==> config.mk <==
export PLATFORM = sky130hd
export DESIGN_NAME = spi_periph
export DESIGN_NICKNAME = d
export VERILOG_FILES = /design/src/rtl/spi_periph_pkg.sv /design/src/rtl/spi_sync2.sv /design/src/rtl/spi_sck_gen.sv /design/src/rtl/spi_shift_unit.sv /design/src/rtl/spi_periph.sv
export SDC_FILE = /design/constraint.sdc
export NUM_CORES = 1
export LEC_CHECK = 0
export BUFFER_PORTS_ARGS = -buffer_cell sky130_fd_sc_hd__buf_2
export CAP_MARGIN = 10
export CORE_ASPECT_RATIO = 1.1
export CORE_UTILIZATION = 50
export CTS_CLUSTER_DIAMETER = 200
export DETAILED_ROUTE_END_ITERATION = 8
export HOLD_SLACK_MARGIN = 0.15
export PLACE_DENSITY = 0.76
export SLEW_MARGIN = 30
export SYNTH_ARGS = -nofsm -noshare
export SYNTH_HDL_FRONTEND = slang
export SYNTH_SLANG_ARGS = --single-unit
export TNS_END_PERCENT = 10
==> constraint.sdc <==
create_clock -name clk -period 2.4 [get_ports clk]
set_input_delay 0.6 -clock clk [delete_from_list [all_inputs] [get_ports clk]]
set_output_delay 0.6 -clock clk [all_outputs]
set_load 0.02 [all_outputs]
==> src/rtl/spi_periph_pkg.sv <==
package spi_periph_pkg;

  localparam int REG_W = 8;

  localparam logic [1:0] ADDR_CTRL = 2'd0;
  localparam logic [1:0] ADDR_STAT = 2'd1;
  localparam logic [1:0] ADDR_DATA = 2'd2;

  typedef struct packed {
    logic       irq_en;
    logic [1:0] rate;
    logic       cpha;
    logic       cpol;
    logic       lsb_first;
    logic       host;
    logic       en;
  } ctrl_t;

  // log2 of the half period in system clocks, index {dbl, rate}
  function automatic logic [2:0] half_log2(input logic [2:0] sel);
    logic [2:0] base;
    case (sel[1:0])
      2'd0:    base = 3'd2;
      2'd1:    base = 3'd4;
      2'd2:    base = 3'd6;
      default: base = 3'd7;
    endcase
    return base - {2'b00, sel[2]} - 3'd1;
  endfunction

endpackage

==> src/rtl/spi_sync2.sv <==
module spi_sync2 #(
  parameter int                W       = 1,
  parameter logic [W-1:0]      RST_VAL = '0
) (
  input  logic         clk,
  input  logic         rst_n,
  input  logic [W-1:0] d,
  output logic [W-1:0] q
);

  logic [W-1:0] meta_q;
  logic [W-1:0] sync_q;

  always_ff @(posedge clk or negedge rst_n) begin
    if (!rst_n) begin
      meta_q <= RST_VAL;
      sync_q <= RST_VAL;
    end else begin
      meta_q <= d;
      sync_q <= meta_q;
    end
  end

  assign q = sync_q;

endmodule

==> src/rtl/spi_sck_gen.sv <==
module spi_sck_gen import spi_periph_pkg::*; #(
  parameter int CNT_W  = 7,
  parameter int EDGES  = 16,
  localparam int EDGE_W = $clog2(EDGES)
) (
  input  logic              clk,
  input  logic              rst_n,
  input  logic              run,
  input  logic              cpol,
  input  logic [2:0]        rate_sel,
  output logic              sck,
  output logic              tick,
  output logic              lead,
  output logic [EDGE_W-1:0] edge_idx
);

  logic [CNT_W-1:0]  cnt_q, cnt_d, reload;
  logic              phase_q, phase_d;
  logic [EDGE_W-1:0] edge_q, edge_d;

  assign reload = (CNT_W'(1) << half_log2(rate_sel)) - CNT_W'(1);

  always_comb begin
    cnt_d   = cnt_q;
    phase_d = phase_q;
    edge_d  = edge_q;
    tick    = 1'b0;
    if (!run) begin
      cnt_d   = reload;
      phase_d = 1'b0;
      edge_d  = '0;
    end else if (cnt_q == '0) begin
      tick    = 1'b1;
      cnt_d   = reload;
      phase_d = ~phase_q;
      edge_d  = edge_q + EDGE_W'(1);
    end else begin
      cnt_d   = cnt_q - CNT_W'(1);
    end
  end

  always_ff @(posedge clk or negedge rst_n) begin
    if (!rst_n) begin
      cnt_q   <= '0;
      phase_q <= 1'b0;
      edge_q  <= '0;
    end else begin
      cnt_q   <= cnt_d;
      phase_q <= phase_d;
      edge_q  <= edge_d;
    end
  end

  assign sck      = cpol ^ (phase_q & run);
  assign lead     = ~phase_q;
  assign edge_idx = edge_q;

  AST_EDGES_RESTART: assert property (@(posedge clk) disable iff (!rst_n)
    !run |=> (edge_q == '0 && !phase_q));

endmodule

==> src/rtl/spi_shift_unit.sv <==
module spi_shift_unit #(
  parameter int W  = 8,
  localparam int CW = $clog2(W)
) (
  input  logic         clk,
  input  logic         rst_n,
  input  logic         load,
  input  logic [W-1:0] load_data,
  input  logic         lsb_first,
  input  logic         sample,
  input  logic         setup,
  input  logic         in_bit,
  input  logic         clear,
  output logic         out_bit,
  output logic [W-1:0] data,
  output logic         done,
  output logic         idle
);

  logic [W-1:0]  sreg_q, sreg_d;
  logic [CW-1:0] cnt_q, cnt_d;
  logic          out_q, out_d;
  logic          head, load_head;

  assign head      = lsb_first ? sreg_q[0]    : sreg_q[W-1];
  assign load_head = lsb_first ? load_data[0] : load_data[W-1];

  always_comb begin
    sreg_d = sreg_q;
    cnt_d  = cnt_q;
    out_d  = out_q;
    done   = 1'b0;
    if (load) begin
      sreg_d = load_data;
      cnt_d  = '0;
      out_d  = load_head;
    end else if (clear) begin
      cnt_d  = '0;
      out_d  = head;
    end else begin
      if (sample) begin
        sreg_d = lsb_first ? {in_bit, sreg_q[W-1:1]} : {sreg_q[W-2:0], in_bit};
        if (cnt_q == CW'(W-1)) begin
          cnt_d = '0;
          done  = 1'b1;
        end else begin
          cnt_d = cnt_q + CW'(1);
        end
      end
      if (setup) begin
        out_d = head;
      end
    end
  end

  always_ff @(posedge clk or negedge rst_n) begin
    if (!rst_n) begin
      sreg_q <= '0;
      cnt_q  <= '0;
      out_q  <= 1'b0;
    end else begin
      sreg_q <= sreg_d;
      cnt_q  <= cnt_d;
      out_q  <= out_d;
    end
  end

  assign out_bit = out_q;
  assign data    = sreg_q;
  assign idle    = (cnt_q == '0);

  AST_CLEAR_RESTARTS: assert property (@(posedge clk) disable iff (!rst_n)
    clear |=> idle);
  AST_DONE_SINGLE: assert property (@(posedge clk) disable iff (!rst_n)
    done |=> !done);

endmodule

==> src/rtl/spi_periph.sv <==
module spi_periph import spi_periph_pkg::*; #(
  parameter int DIV_CNT_W = 7,
  parameter int XFER_W    = REG_W,
  localparam int EDGES    = 2 * XFER_W,
  localparam int EDGE_W   = $clog2(EDGES)
) (
  input  logic             clk,
  input  logic             rst_n,
  input  logic             reg_wr,
  input  logic             reg_rd,
  input  logic [1:0]       reg_addr,
  input  logic [REG_W-1:0] reg_wdata,
  output logic [REG_W-1:0] reg_rdata,
  input  logic             glob_ie,
  output logic             irq,
  input  logic             sck_in,
  output logic             sck_out,
  output logic             sck_oe,
  input  logic             mosi_in,
  output logic             mosi_out,
  output logic             mosi_oe,
  input  logic             miso_in,
  output logic             miso_out,
  output logic             miso_oe,
  input  logic             ss_n_in,
  input  logic             ss_is_input
);

  ctrl_t ctrl_q, ctrl_d;
  logic  dbl_q, dbl_d;
  logic  flag_q, flag_d;
  logic  arm_q, arm_d;
  logic  busy_q, busy_d;
  logic  sck_prev_q;

  logic [2:0] pins_s;
  logic       sck_s, mosi_s, ss_s;

  logic              host_mode, client_sel, fault;
  logic              gen_sck, gen_tick, gen_lead;
  logic [EDGE_W-1:0] gen_edge;
  logic              edge_ev, lead_ev, is_sample;
  logic              sh_sample, sh_setup, sh_in, sh_clear, sh_load;
  logic              sh_out, sh_done, sh_idle;
  logic [XFER_W-1:0] sh_data;
  logic              wr_ctrl, wr_stat, wr_data, rd_stat, acc_data, start;
  logic              unused_wbits;

  // ---------------- pin synchronisers ----------------
  spi_sync2 #(.W(3), .RST_VAL(3'b001)) u_sync (
    .clk   (clk),
    .rst_n (rst_n),
    .d     ({sck_in, mosi_in, ss_n_in}),
    .q     (pins_s)
  );
  assign sck_s  = pins_s[2];
  assign mosi_s = pins_s[1];
  assign ss_s   = pins_s[0];

  // ---------------- decode ----------------
  assign wr_ctrl  = reg_wr && (reg_addr == ADDR_CTRL);
  assign wr_stat  = reg_wr && (reg_addr == ADDR_STAT);
  assign wr_data  = reg_wr && (reg_addr == ADDR_DATA);
  assign rd_stat  = reg_rd && (reg_addr == ADDR_STAT);
  assign acc_data = (reg_wr || reg_rd) && (reg_addr == ADDR_DATA);
  assign unused_wbits = ^reg_wdata[REG_W-1:1];

  assign host_mode  = ctrl_q.en && ctrl_q.host;
  assign client_sel = ctrl_q.en && !ctrl_q.host && !ss_s;
  assign fault      = host_mode && ss_is_input && !ss_s;
  assign start      = wr_data && host_mode && !busy_q && sh_idle;

  // ---------------- host clock ----------------
  spi_sck_gen #(.CNT_W(DIV_CNT_W), .EDGES(EDGES)) u_sck_gen (
    .clk      (clk),
    .rst_n    (rst_n),
    .run      (busy_q),
    .cpol     (ctrl_q.cpol),
    .rate_sel ({dbl_q, ctrl_q.rate}),
    .sck      (gen_sck),
    .tick     (gen_tick),
    .lead     (gen_lead),
    .edge_idx (gen_edge)
  );

  // ---------------- edge classification ----------------
  always_comb begin
    if (host_mode) begin
      edge_ev = gen_tick;
      lead_ev = gen_lead;
      sh_in   = miso_in;
    end else begin
      edge_ev = client_sel && (sck_s != sck_prev_q);
      lead_ev = sck_s ^ ctrl_q.cpol;
      sh_in   = mosi_s;
    end
    is_sample = lead_ev ^ ctrl_q.cpha;
  end

  assign sh_sample = edge_ev && is_sample;
  assign sh_setup  = edge_ev && !is_sample;
  assign sh_clear  = !host_mode && (ss_s || !ctrl_q.en);
  assign sh_load   = wr_data && !busy_q && sh_idle;

  spi_shift_unit #(.W(XFER_W)) u_shift (
    .clk       (clk),
    .rst_n     (rst_n),
    .load      (sh_load),
    .load_data (reg_wdata),
    .lsb_first (ctrl_q.lsb_first),
    .sample    (sh_sample),
    .setup     (sh_setup),
    .in_bit    (sh_in),
    .clear     (sh_clear),
    .out_bit   (sh_out),
    .data      (sh_data),
    .done      (sh_done),
    .idle      (sh_idle)
  );

  // ---------------- next state ----------------
  always_comb begin
    ctrl_d = ctrl_q;
    dbl_d  = dbl_q;
    flag_d = flag_q;
    arm_d  = arm_q;
    busy_d = busy_q;

    if (wr_ctrl) ctrl_d = ctrl_t'(reg_wdata);
    if (wr_stat) dbl_d  = reg_wdata[0];
    // mode fault is applied after the software write so it wins
    if (fault)   ctrl_d.host = 1'b0;

    if (!host_mode || fault) begin
      busy_d = 1'b0;
    end else if (start) begin
      busy_d = 1'b1;
    end else if (gen_tick && gen_edge == EDGE_W'(EDGES-1)) begin
      busy_d = 1'b0;
    end

    if (rd_stat && flag_q) arm_d = 1'b1;
    if (acc_data && arm_q) begin
      flag_d = 1'b0;
      arm_d  = 1'b0;
    end
    if (sh_done || fault) flag_d = 1'b1;
  end

  // ---------------- registers ----------------
  always_ff @(posedge clk or negedge rst_n) begin
    if (!rst_n) begin
      ctrl_q     <= '0;
      dbl_q      <= 1'b0;
      flag_q     <= 1'b0;
      arm_q      <= 1'b0;
      busy_q     <= 1'b0;
      sck_prev_q <= 1'b0;
    end else begin
      ctrl_q     <= ctrl_d;
      dbl_q      <= dbl_d;
      flag_q     <= flag_d;
      arm_q      <= arm_d;
      busy_q     <= busy_d;
      sck_prev_q <= sck_s;
    end
  end

  // ---------------- outputs ----------------
  always_comb begin
    case (reg_addr)
      ADDR_CTRL: reg_rdata = ctrl_q;
      ADDR_STAT: reg_rdata = {flag_q, {(REG_W-2){1'b0}}, dbl_q};
      ADDR_DATA: reg_rdata = sh_data;
      default:   reg_rdata = '0;
    endcase
  end

  assign irq      = flag_q && ctrl_q.irq_en && glob_ie;
  assign sck_out  = host_mode ? gen_sck : ctrl_q.cpol;
  assign sck_oe   = host_mode;
  assign mosi_out = sh_out;
  assign mosi_oe  = host_mode;
  assign miso_out = sh_out;
  assign miso_oe  = client_sel;

  // ---------------- assertions ----------------
  AST_OFF_NO_BUSY: assert property (@(posedge clk) disable iff (!rst_n)
    !ctrl_q.en |=> !busy_q);
  AST_IDLE_SCK_LEVEL: assert property (@(posedge clk) disable iff (!rst_n)
    (host_mode && !busy_q) |-> (sck_out == ctrl_q.cpol));
  AST_FAULT_DROPS_HOST: assert property (@(posedge clk) disable iff (!rst_n)
    fault |=> (!ctrl_q.host && flag_q));
  AST_DONE_SETS_FLAG: assert property (@(posedge clk) disable iff (!rst_n)
    sh_done |=> flag_q);

endmodule

==> results of run 1 <==
-- registers in the layout, indices dropped and copies added, names as in the netlist --
signal and flops:
arm_q 1, busy_q 1, ctrl_q 8, dbl_q 1
flag_q 1, sck_prev_q 1, u_sck_gen.cnt_q 7, u_sck_gen.edge_idx 4
u_sck_gen.phase_q 1, u_shift.cnt_q 3, u_shift.data 8, u_shift.out_bit 1
u_sync.meta_q 3, u_sync.q 3
-- final timing paths --
path | from | endpoint | depth (start not counted)
max reg2reg | ctrl_q[6] | u_sck_gen.cnt_q[4] | 12
min reg2reg | u_sync.meta_q[1] | u_sync.q[1] | 0
min | u_sync.meta_q[1] | u_sync.q[1] | 0
min in group asynchronous | rst_n | arm_q | 2
max | ctrl_q[6] | u_sck_gen.cnt_q[4] | 12
max in group asynchronous | rst_n | sck_prev_q | 2
-- stage by stage --
stage / utilization, % / instances / cell area, sq um
after floorplan: - / 244 / 2510
after global placement: 58.5 / 333 / 2760
after detailed placement: 58.5 / 333 / 2760
after CTS: 60.3 / 341 / 2840
after global routing: 60.3 / 341 / 2850
final: 60.3 / 341 / 2850
-- kinds of logic (layout without fill, tap and decap cells) --
group                    count (synthesis)  after routing  share of synthesized area [%]
AND/OR/NAND/NOR                         78             78                           15.8
flip-flops                              43             43                           43.0
multiplexers                            38             38                           16.3
AO/OA/AOI/OAI                           36             36                           9.19
buffers and inverters                   21             62                           3.89
XOR/XNOR                                15             15                           5.24
adder cells (fa/ha/maj)                 13             13                           6.49
-- where the power goes --
group | total, mW | switching (mW) | internal [mW]
Combinational | 0.814 | 0.425 | 0.390
Clock | 0.449 | 0.245 | 0.205
Sequential | 1.06 | 0.182 | 0.879
-- area by class of cell --
cell class	instances	area (sq um)	area share, %
clock buffers	7	76.3	2.68
clock inverters	1	5.00	0.176
repair buffers	44	245	8.62
inverters	10	37.5	1.32
multi-input cells	180	1330	46.8
well taps	56	70.1	2.46
flip-flops and latches	43	1080	37.9
-- synthesized netlist by cell type (3+ instances only) --
library cell  instances
dfrtp_1              41
nand2_1              26
mux2i_1              24
nor2_1               21
ha_1                 13
mux2_2               13
xnor2_1              12
inv_1                 9
o21ai_0               9
o21ai_1               8
a21oi_1               7
and2_1                6
clkbuf_1              4
nor2b_1               4
buf_2                 3
nand3_1               3
nand3b_1              3
nand4_1               3
nor3_1                3
o211ai_1              3
xor2_1                3
-- per-layer routing --
metal	GRT usage (%)	vias to the layer above	wire length, um
li1	-	930	-
met1	27.5	904	2380
met2	33.2	38	2440
met3	3.57	12	148
met4	9.59	0	146
met5	0	-	0
-- critical path, stage by stage (launching register included) --
cell and delay, ns:
dfrtp_1 0.43, ha_1 0.25, ha_1 0.20, nor2b_1 0.15, xnor2_1 0.10, buf_4 0.17
nor2_1 0.15, nand2_1 0.08, ha_2 0.21, nor2_1 0.09, mux2i_1 0.07, o211ai_1 0.15
o21a_1 0.13
-- timing repair --
action / 4_1_cts / 5_1_grt
setup buffers: 0 / 0
gates resized for setup: 0 / 1
setup endpoints to repair: 0 / 2
==> impl_metrics.env, run 1 <==
export IMPL_outcome="complete, no violations"
export IMPL_antenna_found_initial=0
export IMPL_diodes=0
export IMPL_setup_tns_final_ns=0
export IMPL_period_share_pct=93.4
export IMPL_layout_common_cells="dfrtp_1, buf_2, nand2_1, mux2i_1, nor2_1"
export IMPL_grt_max_degree=44
export IMPL_fin_crit_ns=2.24
export IMPL_slew_violations=0
export IMPL_cp_data_required_time_ns=2.63
export IMPL_worst_slack_ns=0.159
export IMPL_skew_ns=0.00852
export IMPL_ctsLongestPathBuffers=2
export IMPL_synth_edf_count=0
export IMPL_yosysSeqAreaShare_pct=43.0
export IMPL_maxCapViolCount=0
export IMPL_irDropWorstVdd_mv=0.486
export IMPL_drtIter0Drc=84
export IMPL_grt_ovfl_total=0
export IMPL_cts_root_buf="clkbuf_8"
export IMPL_netlist_instances=244
export IMPL_cp_start_kind="flop"
export IMPL_die_h_um=76.3
export IMPL_final_common_cell="dfrtp_1"
export IMPL_finalSetupViolCount=0
export IMPL_routabilityCongestion=0.886
export IMPL_worst_setup_path_end_kind="flop"
export IMPL_r2r_setup_slack_ns=0.16
export IMPL_timing_worst_setup_path_type="flop to flop"
export IMPL_p_per_area_mw_per_mm2=817
export IMPL_hpwl_um=3760
export IMPL_start_util_pct=53.1
export IMPL_synthesis_area_sq_mm=0.00251
export IMPL_worst_ep_arrival_time_ns=2.48
export IMPL_synth_ff_type="dfrtp_1"
export IMPL_routedWlPerCell_um=15.0
export IMPL_cts_tree="built"
export IMPL_rows=26
export IMPL_timing_hold_ws_ns=0.354
export IMPL_die_area_sq_mm=0.00530
export IMPL_wirelength_um=5120
export IMPL_insertion_delay_ns=0.30
export IMPL_ys_ff_latch=43
export IMPL_io_pins=35
export IMPL_fillerInstances=400
export IMPL_area_delta_synth_final_pct=13.5
export IMPL_core_area_sq_mm=0.00472
export IMPL_nets=317
export IMPL_syn_area_per_cell_sq_um=10.3
export IMPL_h_tree_depth=2
export IMPL_synth_top_area_cell="dfrtp_1"
export IMPL_synth_top_area_share_pct=40.9
export IMPL_power_leakage_nw=1.30
export IMPL_port_buffers=34
export IMPL_dp_slack_ns=0.125
export IMPL_synth_area_leaders="dfrtp_1, mux2i_1, ha_1"
export IMPL_worst_slew_pin_slew_ns=0.554
export IMPL_synth_nets=277
export IMPL_die_w_um=69.5
export IMPL_max_freq_mhz=446
export IMPL_viasPerCell=5.52
export IMPL_drc=0
export IMPL_ant_nets=0
export IMPL_path_max_fanout=7
export IMPL_hp_class="flop to flop"
export IMPL_track_usage_pct=20.8
export IMPL_synth_async_reset_ratio_pct=100
export IMPL_cts_sinks=43
export IMPL_synth_warnings=0
export IMPL_hold_buffers=0
export IMPL_drive_above_1_share_pct=25.3
export IMPL_vias=1884
export IMPL_max_slew_margin_pct=63.1
export IMPL_dr_pass1_iters=4
export IMPL_grt_pass1_wl_um=8690
export IMPL_grt_pass1_vias=1850
export IMPL_cts_buffers=5
export IMPL_clkSlewWorstSetupHoldPaths_ns=0.08
export IMPL_hold_viol_final=0
export IMPL_ys_types=41
export IMPL_design_power_total_mw=2.32
Note: power is estimated with default switching activity, not from simulation.
==> inputs of run 2 (changes only) <==
Settings changed: CORE_ASPECT_RATIO 1.1 to default, PLACE_DENSITY 0.76 to 0.73.
Clock period 2.4 ns to 2.53 ns, I/O delays scaled along.
==> run 2 against run 1 <==
  * Largest power group unchanged
  * Combinational power shrank 6.9%
  * Clock power grew 8.5%
  * Count of clock-buffer cells in the layout grew 1
  * Critical path depth shrank 2
  * Fmax shrank 5.2%
  * Critical path type unchanged
  * Sequential power shrank 5%
==> impl_metrics.env, run 2 (synthesis results as in run 1) <==
export IMPL_nets=316
export IMPL_regArea_sq_mm=0.00108
export IMPL_crit_slowest_cell="dfrtp_1"
export IMPL_hpwl_um=3830
export IMPL_insertion_delay_ns=0.30
export IMPL_grtUsageMet1_pct=26.9
export IMPL_final_area_sq_mm=0.00287
export IMPL_drtIter0Drc=83
export IMPL_dr_pass1_iters=6
export IMPL_vias=1877
export IMPL_r2r_start="ctrl_q[5]"
export IMPL_cts_buffers=5
export IMPL_drc=0
export IMPL_port_buffers=34
export IMPL_p_per_area_mw_per_mm2=785
export IMPL_diodes=0
export IMPL_hold_buffers=0
export IMPL_multi_input_area_sq_mm=0.00133
export IMPL_slew_violations=0
export IMPL_drive_above_1_share_pct=25.0
export IMPL_crit_buf_inv=0
export IMPL_grt_pass1_vias=1684
export IMPL_path_max_fanout=5
export IMPL_routabilityCongestion=0.814
export IMPL_die_w_um=72.8
export IMPL_rsz0062_at_grt="no"
export IMPL_timing_worst_setup_path_type="flop to flop"
export IMPL_viasPerCell=5.35
export IMPL_max_slew_margin_pct=63.3
export IMPL_crit_family="adder cells"
export IMPL_worst_ep_arrival_time_ns=2.61
export IMPL_use_met3_pct=4.01
export IMPL_maxCapViolCount=0
export IMPL_skew_ns=0.00515
export IMPL_track_usage_pct=21.1
export IMPL_routedWlPerCell_um=14.6
export IMPL_period_share_pct=93.5
export IMPL_die_area_sq_mm=0.00530
export IMPL_power_leakage_nw=1.31
export IMPL_final_common_cell="dfrtp_1"
export IMPL_cp_start_kind="flop"
export IMPL_outcome="complete, no violations"
export IMPL_grt_max_degree=22
export IMPL_die_h_um=72.8
export IMPL_placed_area_sq_mm=0.00277
export IMPL_hp_class="primary input to asynchronous set/reset pin"
export IMPL_cts_sinks=43
export IMPL_area_delta_synth_final_pct=14.4
export IMPL_cts_root_buf="clkbuf_8"
export IMPL_hold_viol_final=0
export IMPL_use_met2_pct=34.4
export IMPL_h_tree_depth=2
export IMPL_r2r_setup_slack_ns=0.17
export IMPL_wirelength_um=5120
export IMPL_grt_pass1_wl_um=8200
export IMPL_rows=25
export IMPL_worst_slew_pin_slew_ns=0.550
export IMPL_irDropWorstVdd_mv=0.442
export IMPL_cts_tree="built"
export IMPL_post_cts_buffers=0
export IMPL_clkSlewWorstSetupHoldPaths_ns=0.08
export IMPL_r2r_end="u_sck_gen.cnt_q[4]"
export IMPL_max_freq_mhz=423
export IMPL_finalSetupViolCount=0
export IMPL_setup_tns_final_ns=0
export IMPL_fin_crit_ns=2.36
export IMPL_grt_ovfl_total=0
export IMPL_cp_data_required_time_ns=2.77
export IMPL_ant_nets=0
export IMPL_dp_cells=343
export IMPL_antenna_found_initial=0
export IMPL_crit_top_cell="ha_1"
export IMPL_layout_common_cells="dfrtp_1, buf_2, nand2_1, mux2i_1, nor2_1"
export IMPL_fillerInstances=447
export IMPL_crit_chain="ha_1 -> ha_1 -> nor2b_1 -> xnor2_1 -> or3_1 -> ha_1 -> nor2_1 -> mux2i_1 -> o211ai_1 -> o21a_1"
export IMPL_cpPeakStageDelay_ns=0.42
export IMPL_start_util_pct=52.4
export IMPL_fin_cells=351
export IMPL_io_pins=35
export IMPL_r2r_cells=10
export IMPL_busiest_layer="met2"
export IMPL_ctsLongestPathBuffers=2
export IMPL_cts_resized_gates=0
export IMPL_core_area_sq_mm=0.00479
export IMPL_worst_setup_path_end_kind="flop"
[run 2: cell count changes in the layout (fill, tap and decap cells not counted), sizes merged]
cell,previous run,this run
buf,44,43
clkinv,1,0
clkbuf,7,8
[run 2: stage by stage]
stage / setup WS (ns) / total power [mW] / utilization, % / hold slack [ns]
final: 0.166 / 2.25 / 59.9 / 0.262
after global routing: 0.0522 / 2.40 / 59.9 / 0.290
after CTS: 0.161 / 2.27 / 59.9 / 0.272
after detailed placement: 0.210 / 1.78 / 57.8 / 0.336
after global placement: 0.327 / 1.75 / 57.8 / 0.334
after floorplan: 0.267 / 1.55 / - / 0.331
[run 2: worst max path at each step]
stage,to,cells after the start,slack (ns),start
after floorplan,u_sck_gen.cnt_q[4],10,0.27,ctrl_q[5]
after global placement,u_sck_gen.cnt_q[4],10,0.33,ctrl_q[5]
after detailed placement,u_sck_gen.cnt_q[4],10,0.21,ctrl_q[5]
after CTS,u_sck_gen.cnt_q[4],10,0.16,ctrl_q[5]
after global routing,u_sck_gen.cnt_q[4],10,0.05,ctrl_q[5]
final,u_sck_gen.cnt_q[4],10,0.17,ctrl_q[5]
[run 2: area by class of cell]
type                       instances  area share, %
tap                               67           2.92
inverter                          10           1.31
sequential                        43           37.6
timing repair buffer              43           8.29
clock buffer                       8           3.49
multi-input combinational        180           46.4
[run 2: per-layer routing]
| metal | vias to the layer above | routed length (um) |
|---|---|---|
| li1 | 911 | - |
| met4 | 0 | 100 |
| met5 | - | 0 |
| met1 | 926 | 2410 |
| met3 | 6 | 167 |
| met2 | 34 | 2440 |
[run 2: report_power, final]
| group | switching [mW] | internal [mW] |
|---|---|---|
| clock network | 0.238 | 0.249 |
| logic | 0.396 | 0.361 |
| registers | 0.172 | 0.834 |
